`src/rtl/lru_age_pkg.sv`:
```
package lru_age_pkg;

   // decoded access event after the empty-way filter
   typedef enum logic [1:0] {
      EVT_IDLE = 2'd0,
      EVT_HIT  = 2'd1,
      EVT_MISS = 2'd2
   } lru_evt_e;

   function automatic int unsigned way_idx_bits(input int unsigned n);
      return (n <= 2) ? 1 : $clog2(n);
   endfunction

endpackage

```
`src/rtl/lru_age_cell.sv`:
```
module lru_age_cell #(
   parameter int unsigned AGE_W = 2
) (
   input  logic             clk,
   input  logic             rst,
   input  logic             upd_en,
   input  logic             is_target,
   input  logic             bump_all,
   input  logic [AGE_W-1:0] ref_age,
   input  logic             set_valid,
   output logic [AGE_W-1:0] age_q,
   output logic             valid_q
);

   logic [AGE_W-1:0] age_d;
   logic             valid_d;

   always_comb begin
      age_d   = age_q;
      valid_d = valid_q;
      if (upd_en) begin
         if (is_target) begin
            age_d = '0;
            if (set_valid) valid_d = 1'b1;
         end else if (bump_all || (age_q < ref_age)) begin
            age_d = age_q + AGE_W'(1);
         end
      end
   end

   always_ff @(posedge clk) begin
      if (rst) begin
         age_q   <= '0;
         valid_q <= 1'b0;
      end else begin
         age_q   <= age_d;
         valid_q <= valid_d;
      end
   end

endmodule

```
`src/rtl/lru_age_victim.sv`:
```
module lru_age_victim #(
   parameter int unsigned NUM_WAYS = 4,
   parameter int unsigned AGE_W    = 2
) (
   input  logic [NUM_WAYS*AGE_W-1:0] ages,
   input  logic [NUM_WAYS-1:0]       valids,
   output logic [AGE_W-1:0]          victim
);

   generate
      if (NUM_WAYS == 2) begin : g_pair
         always_comb begin
            if (!valids[0])      victim = AGE_W'(0);
            else if (!valids[1]) victim = AGE_W'(1);
            else                 victim = (ages[AGE_W +: AGE_W] > ages[0 +: AGE_W])
                                          ? AGE_W'(1) : AGE_W'(0);
         end
      end else begin : g_scan
         logic [AGE_W-1:0] first_empty;
         logic             any_empty;
         logic [AGE_W-1:0] oldest;
         logic [AGE_W-1:0] oldest_age;

         always_comb begin
            first_empty = '0;
            any_empty   = 1'b0;
            for (int i = NUM_WAYS - 1; i >= 0; i--) begin
               if (!valids[i]) begin
                  first_empty = AGE_W'(i);
                  any_empty   = 1'b1;
               end
            end
         end

         always_comb begin
            oldest     = '0;
            oldest_age = ages[0 +: AGE_W];
            for (int i = 1; i < NUM_WAYS; i++) begin
               if (ages[i*AGE_W +: AGE_W] > oldest_age) begin
                  oldest     = AGE_W'(i);
                  oldest_age = ages[i*AGE_W +: AGE_W];
               end
            end
         end

         assign victim = any_empty ? first_empty : oldest;
      end
   endgenerate

endmodule

```
`src/rtl/lru_age_tracker.sv`:
```
module lru_age_tracker
   import lru_age_pkg::*;
#(
   parameter int unsigned NUM_WAYS = 4,
   localparam int unsigned WAYW    = way_idx_bits(NUM_WAYS)
) (
   input  logic                     clk,
   input  logic                     rst,
   input  logic                     acc_valid,
   input  logic                     acc_hit,
   input  logic [WAYW-1:0]          acc_way,
   output logic                     fill_pulse,
   output logic [WAYW-1:0]          fill_way,
   output logic [WAYW-1:0]          victim_way,
   output logic [NUM_WAYS*WAYW-1:0] age_flat,
   output logic [NUM_WAYS-1:0]      way_valid
);

   generate
      if (NUM_WAYS < 2 || (NUM_WAYS & (NUM_WAYS - 1)) != 0) begin : g_bad_ways
         $error("lru_age_tracker: NUM_WAYS must be a power of two of at least 2");
      end
   endgenerate

   lru_evt_e        evt;
   logic [WAYW-1:0] target;
   logic [WAYW-1:0] ref_age;
   logic            hit_on_valid;

   assign hit_on_valid = way_valid[acc_way];

   always_comb begin
      if (!acc_valid)        evt = EVT_IDLE;
      else if (!acc_hit)     evt = EVT_MISS;
      else if (hit_on_valid) evt = EVT_HIT;
      else                   evt = EVT_IDLE;
   end

   assign target  = (evt == EVT_MISS) ? victim_way : acc_way;
   assign ref_age = age_flat[acc_way*WAYW +: WAYW];

   lru_age_victim #(
      .NUM_WAYS (NUM_WAYS),
      .AGE_W    (WAYW)
   ) victim_i (
      .ages   (age_flat),
      .valids (way_valid),
      .victim (victim_way)
   );

   generate
      for (genvar w = 0; w < NUM_WAYS; w++) begin : g_way
         lru_age_cell #(
            .AGE_W (WAYW)
         ) cell_i (
            .clk       (clk),
            .rst       (rst),
            .upd_en    (evt != EVT_IDLE),
            .is_target (target == WAYW'(w)),
            .bump_all  (evt == EVT_MISS),
            .ref_age   (ref_age),
            .set_valid (evt == EVT_MISS),
            .age_q     (age_flat[w*WAYW +: WAYW]),
            .valid_q   (way_valid[w])
         );
      end
   endgenerate

   always_ff @(posedge clk) begin
      if (rst) begin
         fill_pulse <= 1'b0;
         fill_way   <= '0;
      end else begin
         fill_pulse <= (evt == EVT_MISS);
         if (evt == EVT_MISS) fill_way <= victim_way;
      end
   end

endmodule

```
`config.mk`:
```
export PLATFORM = sky130hd
export DESIGN_NAME = lru_age_tracker
export DESIGN_NICKNAME = d
export VERILOG_FILES = /design/src/rtl/lru_age_pkg.sv /design/src/rtl/lru_age_cell.sv /design/src/rtl/lru_age_victim.sv /design/src/rtl/lru_age_tracker.sv
export SDC_FILE = /design/constraint.sdc
export NUM_CORES = 1
export LEC_CHECK = 0
export BUFFER_PORTS_ARGS = -buffer_cell sky130_fd_sc_hd__buf_2
export CORE_ASPECT_RATIO = 1.1
export CORE_MARGIN = 3
export CORE_UTILIZATION = 55
export DETAILED_ROUTE_END_ITERATION = 6
export PLACE_DENSITY = 0.87
export SLEW_MARGIN = 20
export SYNTH_ARGS = -nofsm -noshare
export SYNTH_HDL_FRONTEND = slang
export SYNTH_SLANG_ARGS = --single-unit
export TNS_END_PERCENT = 100
```
`constraint.sdc`:
```
create_clock -name clk -period 7.5 [get_ports clk]
set_input_delay 1.5 -clock clk [delete_from_list [all_inputs] [get_ports clk]]
set_output_delay 1.5 -clock clk [all_outputs]
set_load 0.1 [all_outputs]
```
After elaboration in Yosys (flattened, before gate mapping). Index checks and enable logic that the tools add are counted.

Register bits after elaboration: 15. Output and inout bits: 17. Logic and storage cells: 73.

$add $sub $neg: 4. Magnitude comparators: 8. Eq/ne operators: 4. Shift operators: 1. Multiplexer cells: 28. Reductions and logical operators: 18.

Operators with widths (count): 2-bit 2-to-1 mux (20); 3-bit AND reduction (4); 2-bit nonzero test (5); 2-bit by 1-bit adder with 2-bit output (second input constant) (4); 2-bit < comparator (4); 2-bit AND reduction (4); 8-bit by 4-bit variable part select with 2-bit output (1); 1-bit 2-to-1 mux (7); 2-bit == test (second input constant) (3); 2-bit greater-than comparator (3); 1-bit logical OR (4); 2-bit by 3-bit < comparator with 1-bit output (second input constant) (1); 1-bit binary-select mux with 2-bit select (1); 2-bit by 1-bit == test with 1-bit output (second input constant) (1); 2-bit logical NOT (1).

Logic depth before layout (Yosys ltp). Gate-level depths: netlist (run 1).

Depth after elaboration: 11. Gate-level depth with buffers: 17.

Hierarchy. A second synthesis (run 1) with hierarchy kept.

Cells, all modules: 150. Area, all modules: 1282.5 µm².

By module, submodules not included: lru_age_cell (instances 4, cells an instance 20, area an instance 181.4 µm²); lru_age_victim (instances 1, cells an instance 38, area an instance 279.0 µm²); lru_age_tracker (instances 1, cells an instance 32, area an instance 277.8 µm²).

Worst setup path before layout (run 1). OpenSTA, ideal clock, no wires.

Path type: reg2out. From: reg g_way[0].cell_i.age_q[1]. To: out victim_way[0]. Data arrival time: 5.833 ns. Required time: 6.000 ns. Setup slack: 0.167 ns. Stages on the path, launching flop included: 16. Path buffers: 0. Cell sequence: dfxtp_1 > inv_1 > ha_1 > or2b_2 > o21ai_0 > nand2_1 > o21ai_0 > ha_1 > nor2b_1 > or2_4 > mux2_2 > ha_1 > nand2_1 > o21ai_4 > a31o_2 > a21boi_0.

Longest elaborated chain between the ends: 7.

RTL lines: start: declaration (RTL line lru_age_cell.sv:11) `output logic [AGE_W-1:0] age_q,`; start signal: assignment (RTL line lru_age_cell.sv:36) `age_q <= age_d;`; 2-bit greater-than comparator (RTL line lru_age_victim.sv:39) `if (ages[i*AGE_W +: AGE_W] > oldest_age) begin`; 2-bit 2-to-1 mux (RTL line lru_age_victim.sv:39); 2-bit greater-than comparator (RTL line lru_age_victim.sv:39); 2-bit 2-to-1 mux (RTL line lru_age_victim.sv:39); 2-bit greater-than comparator (RTL line lru_age_victim.sv:39); 2-bit 2-to-1 mux * (RTL line lru_age_victim.sv:39); 2-bit 2-to-1 mux * (RTL line lru_age_victim.sv:46) `assign victim = any_empty ? first_empty : oldest;`; end: declaration (RTL line lru_age_tracker.sv:14) `output logic [WAYW-1:0] victim_way,`.

Mark *: on every way between the ends. The rest lies on a longest branch, timed or not.

Final worst setup path (run 1). Same ends and word-level chain as after synthesis.

==> results.md, run 1 <==
- The switching share of total power is 44.5%.
- The routed via count divided by cell count is around 6.3.
- TritonCTS built the clock tree.
- The cell internal power dissipation is about 130 uW.
- Setup repair after global routing left no endpoint under its margin.
- The multi-input logic area is approximately 830 um2.
- The initial utilization of the core area, before any placement, comes to approximately 60%.
- The count of nets left with antenna violations after detail routing is 0.
- The library cell used most frequently in the layout, excluding fill and tap cells, is sky130_fd_sc_hd__buf_2.
- The cell count after synthesis came out at 147.
- The final max-slew violation count came to 0.
- The worst-margin pin slew is 0.493 ns.
- After layout, the worst path uses 73.1% of the clock period.
- The HPWL after detailed placement is 2300 um.
- The number of buffers added on ports is 22.
- The average cell area after synthesis is about 8.5 um2.
- The total core area is around 2100 um2.
- The total of cells resized after clock tree synthesis is 0.
- The share of synthesized flip-flops with an asynchronous set or reset is 0%.
- The max-cap violation count is 0.
- Fill cells in the final layout number a little over 200.
- The number of clock buffers added by TritonCTS is 3.
- In this run the power spent charging and discharging nets is between 100 and 150 uW.
- For this run, the leading register cell type out of synthesis is sky130_fd_sc_hd__dfxtp_1.
- Of the total power, registers draw around 37%.
- The clock share of power is about a fifth.
- Setup violations remaining at the end of the flow were counted as 0.
- The wire length of the first global-routing pass is 4890 um.
- The final layout contains routed wiring with a total length of 3040 um.
- The top cell types in the final layout, fill and taps aside, are sky130_fd_sc_hd__buf_2, sky130_fd_sc_hd__dfxtp_1, sky130_fd_sc_hd__inv_1, sky130_fd_sc_hd__o21ai_0, sky130_fd_sc_hd__ha_1.
- The number of different library cells in the post-synthesis netlist is 46.
- Walking the worst path, the cells encountered are inv_1 > ha_1 > or2b_2 > o21ai_0 > nand2_1 > o21ai_0 > ha_1 > nor2b_1 > or2_4 > mux2_2 > ha_1 > nand2_1 > o21ai_4 > a31o_2 > a21boi_0 > buf_2.
- The worst reg2reg path depth is 17.
- The via count of the first global-routing pass is roughly 1100.
- The cell family with the largest share of critical-path delay is adder cells.
- The startpoint identified for the worst register-to-register timing path is g_way[0].cell_i.age_q[1].
- The area of the die is ~2900 um2.
- The final critical delay including setup and external delays is ~5.5 ns.
- The later pin in the worst-skew pair is clocked with a latency of approximately 0.30 ns.
- Counting buffers and inverters, the worst setup path is 16 cells deep.
- The number of setup buffers added after CTS is 0.
- At the end of the flow, the number of nets in the layout was 183.
- The sequential cells in the finished layout cover a total of roughly 300 um2.
- In this run the tightest slew margin relative to its limit is just under 70%.
- The most critical setup path has its endpoint at victim_way[0].
- The floorplan has 17 rows.
- The summed instance area of the synthesized netlist is roughly 1200 um2.
- The start point of the critical path is g_way[0].cell_i.age_q[1].
- The number of nets in the synthesized netlist is 165.
- The number of enable flip-flop cells after synthesis is 0.
- Dividing the detail-routed wire length by the instance count gives approximately 16 um.
- Once layout is complete, the cells apart from fillers number 192.
- For this block, the initial DRC count from the detailed router was 48.
- The buffering stage count on the worst path with inverters included is 2.
- The data arrival time of the critical path is between 3 and 4 ns.
- The count of endpoints failing hold in the final timing report is 0.
- Setup slack on the worst reg-to-reg path comes out at around 3.5 ns.
- The most repeated library cell on the critical path is sky130_fd_sc_hd__ha_1.
- The worst setup path is captured at a primary output.
- The global routing usage summed across all routing layers is approximately 22%.
- The post-route setup TNS is 0 ns.
- Summed over all cells, the static leakage comes to between 0.0005 and 0.0006 uW.
- The kind of start point of the critical path is a flop.
- The congestion estimate from routability-driven global placement came to approximately 0.91.
- The initial antenna violation count came to 0.
- The critical path's largest stage delay is about 0.45 ns.
- The highest net fanout along the worst path is 6.
- The top achievable clock speed is roughly 180 MHz.
- The clock net sink count is 15.
- The first detailed-routing pass ran for 4 iterations.
- The total number of vias is ~1200.
- The Yosys step of the flow raised 0 warnings.
- The path type of the worst min-delay path is flop to flop.
- After clock tree synthesis, the clock-pin slew on the worst setup and hold paths is 0.10 ns.
- The worst-case vdd ir drop is 0.111 mV.
- Hold repair after CTS inserted 0 buffers.
- The die extent in x is 51.3 um.
- Of the cells placed in the final design, the portion with a size suffix greater than 1 is a little under a quarter.
- After global routing the overflow that remains totals 0.
- The flow ran to the end, and the final reports show no timing, DRC or antenna violations.
- The number of primary I/O pins is 23.
- The slowest cell on the critical path is sky130_fd_sc_hd__dfxtp_1.
- Of the synthesized area, sequential elements account for 24.2%.
- The maximum level of the CTS H-tree is 1.
- The number of placed instances, taps included, is ~190.
- The maximum number of pins on one net before global-route repair is 20.
- The capture point of the worst reg-to-reg path is g_way[0].cell_i.age_q[0].
- The power density normalized to cell area is around 180 nW/um2.
- The setup clock skew after layout is roughly 0.0022 ns.
- The number of diodes is 0.
- The proportion of power drawn by combinational gates is 42.3%.
- The clock root buffer is sky130_fd_sc_hd__clkbuf_4.
- Synthesis inferred 15 register bits.
- The maximum buffer depth of the clock tree is 2.
- The worst setup path is of the flop to primary output kind.
- In the routed design, unresolved DRC markers number 0.
- STA puts the critical path data required time at 6.00 ns.
- The area added between synthesis and finish is 8.26%.
- The die is 55.9 um tall.
## worst min-delay path, stage by stage (launching register included)
cell	delay [ns]
sky130_fd_sc_hd__dfxtp_1	0.32
sky130_fd_sc_hd__nand2_1	0.05
sky130_fd_sc_hd__a21oi_1	0.05
## area by class of cell
class,count,share of cell area [%]
Multi-Input combinational cell,111,61.5
Sequential cell,15,22.3
Timing Repair Buffer,22,8.19
Inverter,12,3.35
Tap cell,28,2.60
Clock buffer,3,1.67
Clock inverter,1,0.372
## metrics by stage
| step | power [uW] | util [%] | instance area [um2] | setup slack, ns | hold slack (ns) |
|---|---|---|---|---|---|
| final | 243 | 64.5 | 1350 | 2.01 | 0.466 |
| after global routing | 255 | 64.5 | 1350 | 1.82 | 0.498 |
| after CTS | 244 | 64.5 | 1350 | 2.02 | 0.472 |
| after detailed placement | 193 | 63.2 | 1320 | 2.37 | 0.458 |
| after global placement | 189 | 63.2 | 1320 | 2.43 | 0.448 |
| after floorplan | 177 | - | 1240 | 0.167 | 0.516 |
## layer usage
layer | vias to the layer above | track usage, % | part of all wire, %
met5 | - | 0 | 0
met4 | 0 | 8.61 | 2.3
met3 | 10 | 3.22 | 6.9
met2 | 61 | 39.6 | 51
met1 | 560 | 25.7 | 40
li1 | 582 | - | -
## logic make-up (layout without fill, tap and decap cells)
| group | count (synthesis) | in the layout | synth area share, % |
|---|---|---|---|
| flip-flops | 15 | 15 | 24.2 |
| multiplexers | 6 | 6 | 6.95 |
| AO/OA/AOI/OAI | 49 | 49 | 28.0 |
| buffers and inverters | 21 | 38 | 9.26 |
| AND/OR/NAND/NOR | 44 | 44 | 19.5 |
| adder cells (fa/ha/maj) | 12 | 12 | 12.1 |
## registers in the layout, summed over array words and instances, names as in the netlist
name / flops
fill_pulse: 1
fill_way: 2
g_way.cell_i.age_q: 8
g_way.cell_i.valid_q: 4
## power by group through the flow
stage	logic, uW	registers, uW	clock network [uW]
floorplan	62.7	114	0
global placement	98.0	91.5	0
finish	103	90.4	50.0
global route	111	90.9	53.8
CTS	102	90.0	51.5
detailed placement	102	91.9	0
## worst min-delay path by stage
stage | cells past startpoint | end | from
after floorplan | 2 | g_way[2].cell_i.valid_q | g_way[2].cell_i.valid_q
after global placement | 2 | fill_way[1] | fill_way[1]
after detailed placement | 2 | fill_way[1] | fill_way[1]
after CTS | 2 | fill_way[1] | fill_way[1]
after global routing | 2 | fill_way[1] | fill_way[1]
final | 2 | fill_way[1] | fill_way[1]
## cell usage after synthesis (3+ instances only)
library cell,number,share of area [%]
sky130_fd_sc_hd__a21oi_1,9,3.6
sky130_fd_sc_hd__a31oi_1,4,2.0
sky130_fd_sc_hd__a41oi_1,3,2.1
sky130_fd_sc_hd__buf_4,5,3.0
sky130_fd_sc_hd__dfxtp_1,15,24
sky130_fd_sc_hd__ha_1,12,12
sky130_fd_sc_hd__inv_1,12,3.6
sky130_fd_sc_hd__mux2i_1,3,2.4
sky130_fd_sc_hd__nand2_1,9,2.7
sky130_fd_sc_hd__nand2b_1,6,3.0
sky130_fd_sc_hd__nand3_1,4,1.6
sky130_fd_sc_hd__nor2_1,10,3.0
sky130_fd_sc_hd__o21ai_0,12,4.8
sky130_fd_sc_hd__o31ai_1,3,1.8
sky130_fd_sc_hd__o41ai_1,3,2.1
Power figures use the tool's default switching activity.
==> run 2, diff against run 1 <==
--- a/config.mk
+++ b/config.mk
@@ -8,9 +8,9 @@
 export BUFFER_PORTS_ARGS = -buffer_cell sky130_fd_sc_hd__buf_2
 export CORE_ASPECT_RATIO = 1.1
 export CORE_MARGIN = 3
-export CORE_UTILIZATION = 55
+export CORE_UTILIZATION = 49
 export DETAILED_ROUTE_END_ITERATION = 6
-export PLACE_DENSITY = 0.87
+export PLACE_DENSITY = 0.83
 export SLEW_MARGIN = 20
 export SYNTH_ARGS = -nofsm -noshare
 export SYNTH_HDL_FRONTEND = slang
==> constraint.sdc (replaced) <==
create_clock -name clk -period 5.04 [get_ports clk]
set_input_delay 1.008 -clock clk [delete_from_list [all_inputs] [get_ports clk]]
set_output_delay 1.008 -clock clk [all_outputs]
set_load 0.1 [all_outputs]
==> run 2 against run 1 <==
Net effect: clock skew grew 0.0017 ns; largest power group unchanged; final area grew 3.3%; wire length shrank 1.7%; first-iteration DRC count shrank 19%; sequential share of layout area shrank 0.43 points; via count shrank 5.1%; clock power grew 45%; core utilization shrank 4.7 points; largest cell class unchanged; sequential power grew 49%; hold slack lost 0.0035 ns.
==> results.md, run 2 (synthesis gave the netlist of run 1 again) <==
- The count of final setup violators is 0 (unchanged).
- The global routing usage summed across all routing layers is 21.3% (-0.82 points).
- The maximum level of the CTS H-tree came to 1 (unchanged).
- The cell total after placement was 190 (+1.1%).
- The worst reg2reg path depth is 17 (unchanged).
- The row count is 18 (+1).
- The final layout net count was 183 (unchanged).
- The total routed wirelength is 2990 um (-1.7%).
- The slack of the worst reg-to-reg path is 0.99 ns (-2.49 ns).
- The number of optimization iterations in the first detailed-route pass is 4 (unchanged).
- The wire length of the first global-routing pass is 5100 um (+4.2%).
- The worst path needs around 4.8 ns of the cycle, external delays included.
- The power density normalized to cell area is 262 nW/um2 (+45%).
- The sequential share of power came to 37.0% (-0.2 points).
- The tightest min-delay check is of the flop to flop type.
- The wire length on met1 is 1270 um (+4.9%).
- The worst setup path is captured at a primary output.
- The highest metal layer carrying signal wires in the routed design is met4.
- The number of buffers added on ports is 22 (unchanged).
- The max-cap violation count is 0 (unchanged).
- The maximum buffer depth of the clock tree came to 2 (unchanged).
- The total core area is 2320 um2 (+11%).
- The amount of wire on met3 after detailed routing was 209 um (unchanged).
- The routability congestion estimate was 0.901 (-0.46%).
- The die extent in x was 54.0 um (+5.3%).
- The area of the die is 3180 um2 (+11%).
- The post-route setup TNS is 0 ns (unchanged).
- The total power consumption of the routed design is 364 uW (+50%).
- The clock transition at the registers of the reported paths is 0.10 ns (about the same).
- The average routed wire per standard cell is 15.4 um (-2.7%).
- The count of non-filler cells in the finished layout is 194 (+1.0%).
- The highest net fanout along the worst path is 6 (unchanged).
- The via count of the first global-routing pass is 1117 (-2.6%).
- TritonCTS built the clock tree.
- The routed via count divided by cell count is 5.93 (-6.1%).
- The last element of the critical path is victim_way[0].
- The maximum number of pins on one net before global-route repair was 20 (unchanged).
- The switching share of total power is 44.0% (-0.46 points).
- The top achievable clock speed is 210 MHz.
- Leaving out fill and tap cells, the most frequent cells in the layout are sky130_fd_sc_hd__buf_2, sky130_fd_sc_hd__inv_1, sky130_fd_sc_hd__o21ai_0, sky130_fd_sc_hd__ha_1, sky130_fd_sc_hd__dfxtp_1.
- The cell internal power dissipation was 204 uW (+51%).
- The number of primary I/O pins is 23 (unchanged).
- The run finished with clean final reports.
- In this run the critical register-to-register path is captured at g_way[0].cell_i.age_q[0].
- The initial antenna violation count is 0 (unchanged).
- The setup clock skew after layout is 0.00382 ns (+0.00166 ns).
- The number of flip-flops under the largest register name was 8 (unchanged).
- The leakage power of the design came to 0.000594 uW (+0.74%).
- The detailed-routed wire length on met2 is 1470 um (-5.0%).
- The number of setup buffers added after CTS came to 0 (unchanged).
- The share of the cycle needed by the critical path after routing is approximately 94%.
- The worst-case headroom to the max-slew limit is 67.8% (+0.44 points).
- The number of buffers created by CTS is 3 (unchanged).
- The kind of start point of the critical path is a flop.
- The count of endpoints failing hold in the final timing report is 0 (unchanged).
- The startpoint identified for the worst register-to-register timing path is g_way[0].cell_i.age_q[1].
- The utilization of the core after routing came to 59.9% (-4.7 points).
- The worst setup path is of the flop to primary output kind.
- The total number of vias is 1151 (-5.1%).
- The most common cell after layout, fill and taps aside is sky130_fd_sc_hd__buf_2.
- The half-perimeter wire length of the detailed placement result came to 2330 um (+1.2%).
- The y dimension of the die was 58.8 um (+5.3%).
- The number of remaining DRC errors is 0 (unchanged).
- The switching power total is 160 uW (+48%).
- The number of diodes is 0 (unchanged).
- The clock net sink count is 15 (unchanged).
- The data required time at the worst endpoint is 4.03 ns (-1.97 ns).
- The area added between synthesis and finish is 11.8%.
- The smallest hold slack is 0.463 ns (-0.00353 ns).
- The worst-case vdd ir drop is 0.179 mV (+62%).
- The most critical setup path has its startpoint at g_way[0].cell_i.age_q[1].
- The clock network latency to the later pin of the worst-skew pair was 0.29 ns (about the same).
- The total congestion overflow came to 0 (unchanged).
- More flip-flops sit in one register than any other, and that register is g_way.cell_i.age_q.
- The clock root buffer is sky130_fd_sc_hd__clkbuf_4.
- The worst-margin pin slew is 0.486 ns (-0.00662 ns).
- The number of DRC markers after the initial detailed-route iteration is 39 (-19%).
- Setup repair after global routing left no endpoint under its margin.
- The fraction of final layout cells sized beyond drive strength 1 is 26.2% (+2.4 points).
- The count of nets left with antenna violations after detail routing is 0 (unchanged).
- The clock share of power is 19.9% (-0.7 points).
- The proportion of power drawn by combinational gates is 43.2% (+0.9 points).
- The final max-slew violation count is 0 (unchanged).
- The starting utilization of the core area came to 53.6% (-6.0 points).
- The largest registers in the layout are g_way.cell_i.age_q (8), g_way.cell_i.valid_q (4), fill_way (2).
- The data arrival time of the critical path is 3.75 ns (-0.24 ns).
## run 2: metrics by stage
stage                     area [um2]  setup slack [ns]
after global placement          1350             0.585
after detailed placement        1350             0.431
final                           1390             0.282
after floorplan                 1280            0.0254
after global routing            1390           0.00265
after CTS                       1380            0.0989
## run 2: worst min-delay path by stage
stage	startpoint	end	slack, ns	cells after the start
finish	fill_way[1]	fill_way[1]	0.46	2
CTS	fill_way[1]	fill_way[1]	0.47	2
global route	fill_way[1]	fill_way[1]	0.50	2
detailed placement	fill_way[1]	fill_way[1]	0.46	2
global placement	fill_way[1]	fill_way[1]	0.44	2
floorplan	g_way[0].cell_i.valid_q	g_way[0].cell_i.valid_q	0.54	2
## run 2: layout make-up
cell class	count	area, um2
clock buffer	4	26.3
timing repair buffer	22	119
inverter	12	45.0
tap	30	37.5
multi-input combinational	111	857
fill	209	931
sequential	15	304
## run 2: what timing repair did
action,in CTS,in global routing
hold buffers,0,0
endpoints found under the setup margin,0,2
resized for setup,0,4
hold endpoints to repair,0,0
## run 2: worst max-delay path, cell delays in order, from the launching register on
cell and delay, ns:
sky130_fd_sc_hd__dfxtp_2 0.38, sky130_fd_sc_hd__inv_1 0.09, sky130_fd_sc_hd__ha_1 0.32, sky130_fd_sc_hd__or2b_2 0.31, sky130_fd_sc_hd__o21ai_0 0.10, sky130_fd_sc_hd__nand2_1 0.07
sky130_fd_sc_hd__o21ai_0 0.12, sky130_fd_sc_hd__ha_1 0.28, sky130_fd_sc_hd__nor2b_1 0.15, sky130_fd_sc_hd__or2_4 0.26, sky130_fd_sc_hd__mux2_2 0.27, sky130_fd_sc_hd__ha_1 0.27
sky130_fd_sc_hd__nand2_1 0.10, sky130_fd_sc_hd__o21ai_4 0.10, sky130_fd_sc_hd__a31o_2 0.26, sky130_fd_sc_hd__a21boi_4 0.15, sky130_fd_sc_hd__buf_6 0.23
## run 2: power by group through the flow
| stage | clock network, uW | registers (uW) | logic (uW) |
|---|---|---|---|
| floorplan | 0 | 170 | 97.4 |
| global placement | 0 | 137 | 149 |
| detailed placement | 0 | 137 | 155 |
| CTS | 75.6 | 135 | 156 |
| global route | 78.3 | 136 | 171 |
| finish | 72.4 | 135 | 157 |
## run 2: metal layers
metal,track usage [%],vias to the layer above
met1,28.8,523
li1,-,573
met3,2.28,4
met2,36.2,51
met4,4.27,0
met5,0,-
==> run 3, diff against run 2 <==
--- a/config.mk
+++ b/config.mk
@@ -5,12 +5,12 @@
 export SDC_FILE = /design/constraint.sdc
 export NUM_CORES = 1
 export LEC_CHECK = 0
-export BUFFER_PORTS_ARGS = -buffer_cell sky130_fd_sc_hd__buf_2
 export CORE_ASPECT_RATIO = 1.1
 export CORE_MARGIN = 3
-export CORE_UTILIZATION = 49
+export CORE_UTILIZATION = 55
 export DETAILED_ROUTE_END_ITERATION = 6
-export PLACE_DENSITY = 0.83
+export DONT_BUFFER_PORTS = 1
+export PLACE_DENSITY = 0.81
 export SLEW_MARGIN = 20
 export SYNTH_ARGS = -nofsm -noshare
 export SYNTH_HDL_FRONTEND = slang
==> run 3 against run 2 <==
Net effect: critical path depth did not move; sequential cell count unchanged; clock skew rose by 0.00070 ns; register-to-register slack better by 0.17 ns; first-iteration DRC count fell by 54%; global-route usage grew 1.2 points; clock-buffer cell count is 1 lower; wire length is 0.37% lower; final area rose by 0.45%; final cell count fell by 5.7%; setup slack gained 0.088 ns; critical endpoint unchanged; largest power group unchanged.
==> results.md, run 3 (synthesis gave the netlist of run 1 again) <==
- The maximum number of pins on one net before global-route repair was 20 (unchanged).
- The slowest cell on the critical path is sky130_fd_sc_hd__dfxtp_2.
- The worst-case vdd ir drop is 0.197 mV (+9.6%).
- The fraction of final layout cells sized beyond drive strength 1 was 23.2% (-3.0 points).
- The top achievable clock speed came to 214 MHz (+1.9%).
- Counting stages on the worst path, the most repeated cell is sky130_fd_sc_hd__ha_1.
- The met2 track demand over resource in global routing was 39.0% (+2.9 points).
- The post-route setup TNS came to 0 ns (unchanged).
- The tree is rooted in a sky130_fd_sc_hd__clkbuf_4.
- The kind of start point of the critical path is a flop.
- The count of nets left with antenna violations after detail routing is 0 (unchanged).
- The switching share of total power came to 43.7% (-0.33 points).
- The total number of vias is 1155 (+0.35%).
- The die extent in x is 51.3 um (-5.0%).
- The number of diodes is 0 (unchanged).
- The count of final setup violators is 0 (unchanged).
- The sequential share of power is 38.0% (+1.0 points).
- The leakage power of the design was 0.000557 uW (-6.1%).
- The half-perimeter wire length of the detailed placement result came to 2320 um (about the same).
- The clock share of power came to 20.6% (+0.7 points).
- The number of flip-flops under the largest register name came to 8 (unchanged).
- The initial antenna violation count is 0 (unchanged).
- The starting utilization of the core area is 59.6% (+6.0 points).
- The critical path's largest stage delay is 0.34 ns (-0.04 ns).
- The global routing usage summed across all routing layers is 22.5% (+1.2 points).
- The total power consumption of the routed design is 365 uW (+0.15%).
- The worst setup path is captured at a primary output.
- The data required time at the worst endpoint is 4.03 ns (about the same).
- The number of primary I/O pins is 23 (unchanged).
- Compared with the post-synthesis result, the final layout area differs by 12.3%.
- Setup repair after global routing left no endpoint under its margin.
- The worst-case headroom to the max-slew limit is 35.5% (-32 points).
- The wire length of the first global-routing pass is 4970 um (-2.5%).
- The path type of the worst min-delay path is flop to flop.
- The maximum buffer depth of the clock tree is 2 (unchanged).
- The cell total after placement was 179 (-5.8%).
- The final max-slew violation count is 0 (unchanged).
- The routed via count divided by cell count is 6.31 (+6.4%).
- The multi-input logic area is 857 um2 (unchanged).
- The number of optimization iterations in the first detailed-route pass is 4 (unchanged).
- The row count is 17 (-1).
- The met3 global-route usage came to 8.85% (+6.6 points).
- The run finished with clean final reports.
- The number of filler cells placed in the layout was 187 (-11%).
- The maximum level of the CTS H-tree came to 1 (unchanged).
- The routability congestion estimate is 0.921 (+2.2%).
- The average routed wire per standard cell was 16.3 um (+5.6%).
- The total routed wirelength was 2980 um (-0.37%).
- By startpoint and endpoint, the worst setup path is classified as flop to primary output.
- The number of DRC markers after the initial detailed-route iteration is 18 (-54%).
- The total core area is 2080 um2 (-10%).
- In the final layout, the registers with the most flip-flops are g_way.cell_i.age_q (8), g_way.cell_i.valid_q (4), fill_way (2).
- The cts-stage hold buffer count is 0 (unchanged).
- The setup clock skew after layout is 0.00452 ns (+0.000700 ns).
- The total congestion overflow is 0 (unchanged).
- The combined flip-flop and latch cell area was 305 um2 (+0.41%).
- The count of endpoints failing hold in the final timing report came to 0 (unchanged).
- The count of non-filler cells in the finished layout is 183 (-5.7%).
- The y dimension of the die came to 55.9 um (-5.0%).
- The post-detailed-placement cell area came to 1360 um2 (+0.74%).
- Walking the worst path, the cells encountered are inv_1 > ha_1 > or2b_2 > o21ai_0 > nand2_1 > o21ai_0 > ha_1 > nor2b_1 > or2_4 > mux2_2 > ha_1 > nand2_1 > o21ai_4 > a31o_2 > a21boi_4 > buf_12.
- The final instance area is 1400 um2 (+0.45%).
- The CTS tree is yes.
- The final critical delay including setup and external delays is 4.67 ns (-0.0881 ns).
- The power density normalized to cell area is 262 nW/um2 (-0.30%).
- The proportion of power drawn by combinational gates came to 41.4% (-1.8 points).
- The top cell types in the final layout, fill and taps aside, are sky130_fd_sc_hd__inv_1, sky130_fd_sc_hd__o21ai_0, sky130_fd_sc_hd__ha_1.
- The max-cap violation count is 0 (unchanged).
- After global routing, the most crowded layer is met2.
- The area of the die is 2870 um2 (-9.8%).
- The data arrival time of the critical path is 3.66 ns (-0.09 ns).
- The clock transition at the registers of the reported paths came to 0.10 ns (about the same).
- The via count of the first global-routing pass is 1132 (+1.3%).
- The highest net fanout along the worst path is 6 (unchanged).
- The buffering stage count on the worst path with inverters included is 2 (unchanged).
- g_way.cell_i.age_q holds more flip-flops than any other register.
- Broken down by cell family, the worst path's largest delay share belongs to simple AND/OR/NAND/NOR gates.
- The total of cells resized after clock tree synthesis is 0 (unchanged).
- The number of remaining DRC errors is 0 (unchanged).
- The met1 track demand over resource in global routing came to 23.8% (-4.9 points).
- The clock net sink count is 15 (unchanged).
- The number of setup buffers added after CTS is 0 (unchanged).
- The number of buffers created by CTS is 3 (unchanged).
- The cell internal power dissipation was 205 uW (+0.74%).
- The worst-margin pin slew is 0.966 ns (+0.480 ns).
- The final layout net count came to 174 (-4.9%).
- The switching power total came to 159 uW (-0.59%).
- The share of the cycle needed by the critical path after routing is 92.7% (-1.7 points).
- The clock network latency to the later pin of the worst-skew pair is 0.30 ns (about the same).
- The number of buffers added on ports was 0 (-100%).
[run 3: cell type report]
class	count	share of cell area [%]
inverter	12	3.23
tap	28	2.51
clock inverter	1	0.538
timing repair buffer	13	8.79
sequential	15	21.9
clock buffer	3	1.61
multi-input combinational	111	61.4
[run 3: routing by layer]
metal | part of all wire, % | up-vias
met5 | 0 | -
met2 | 50 | 39
met3 | 7.0 | 10
met4 | 3.4 | 0
met1 | 40 | 547
li1 | - | 559
[run 3: power groups by stage]
stage	Sequential (uW)	Combinational, uW	Clock [uW]
floorplan	170	97.4	0
global placement	141	144	0
detailed placement	141	150	0
CTS	138	151	77.4
global route	139	163	82.1
finish	139	151	75.2
[run 3: path summary, 6_finish.rpt]
path	start	end	slack (ns)	cells after the start
setup / recovery	g_way[0].cell_i.age_q[1]	victim_way[0]	0.37	16
hold / removal	g_way[3].cell_i.valid_q	g_way[3].cell_i.valid_q	0.53	2
setup reg to reg	g_way[0].cell_i.age_q[1]	g_way[0].cell_i.age_q[0]	1.16	17
hold reg to reg	g_way[3].cell_i.valid_q	g_way[3].cell_i.valid_q	0.53	2
[run 3: worst register-to-register path, delay by kind of cell (launching register included)]
kind / cells / cell delay, ns
DFF: 1 / 0.34
and+or+nand+nor: 7 / 1.50
AOI/OAI and AO/OA: 5 / 0.77
buffers and inverters: 1 / 0.07
muxes: 1 / 0.28
adders and majority gates: 3 / 0.86
[run 3: metrics by stage]
step,utilization (%),hold WS (ns),setup slack (ns)
6_report,66.9,0.532,0.370
5_1_grt,66.9,0.601,0.207
4_1_cts,66.9,0.539,0.354
3_5_place_dp,65.4,0.509,0.717
3_3_place_gp,65.4,0.494,0.798
2_1_floorplan,-,0.543,0.0254
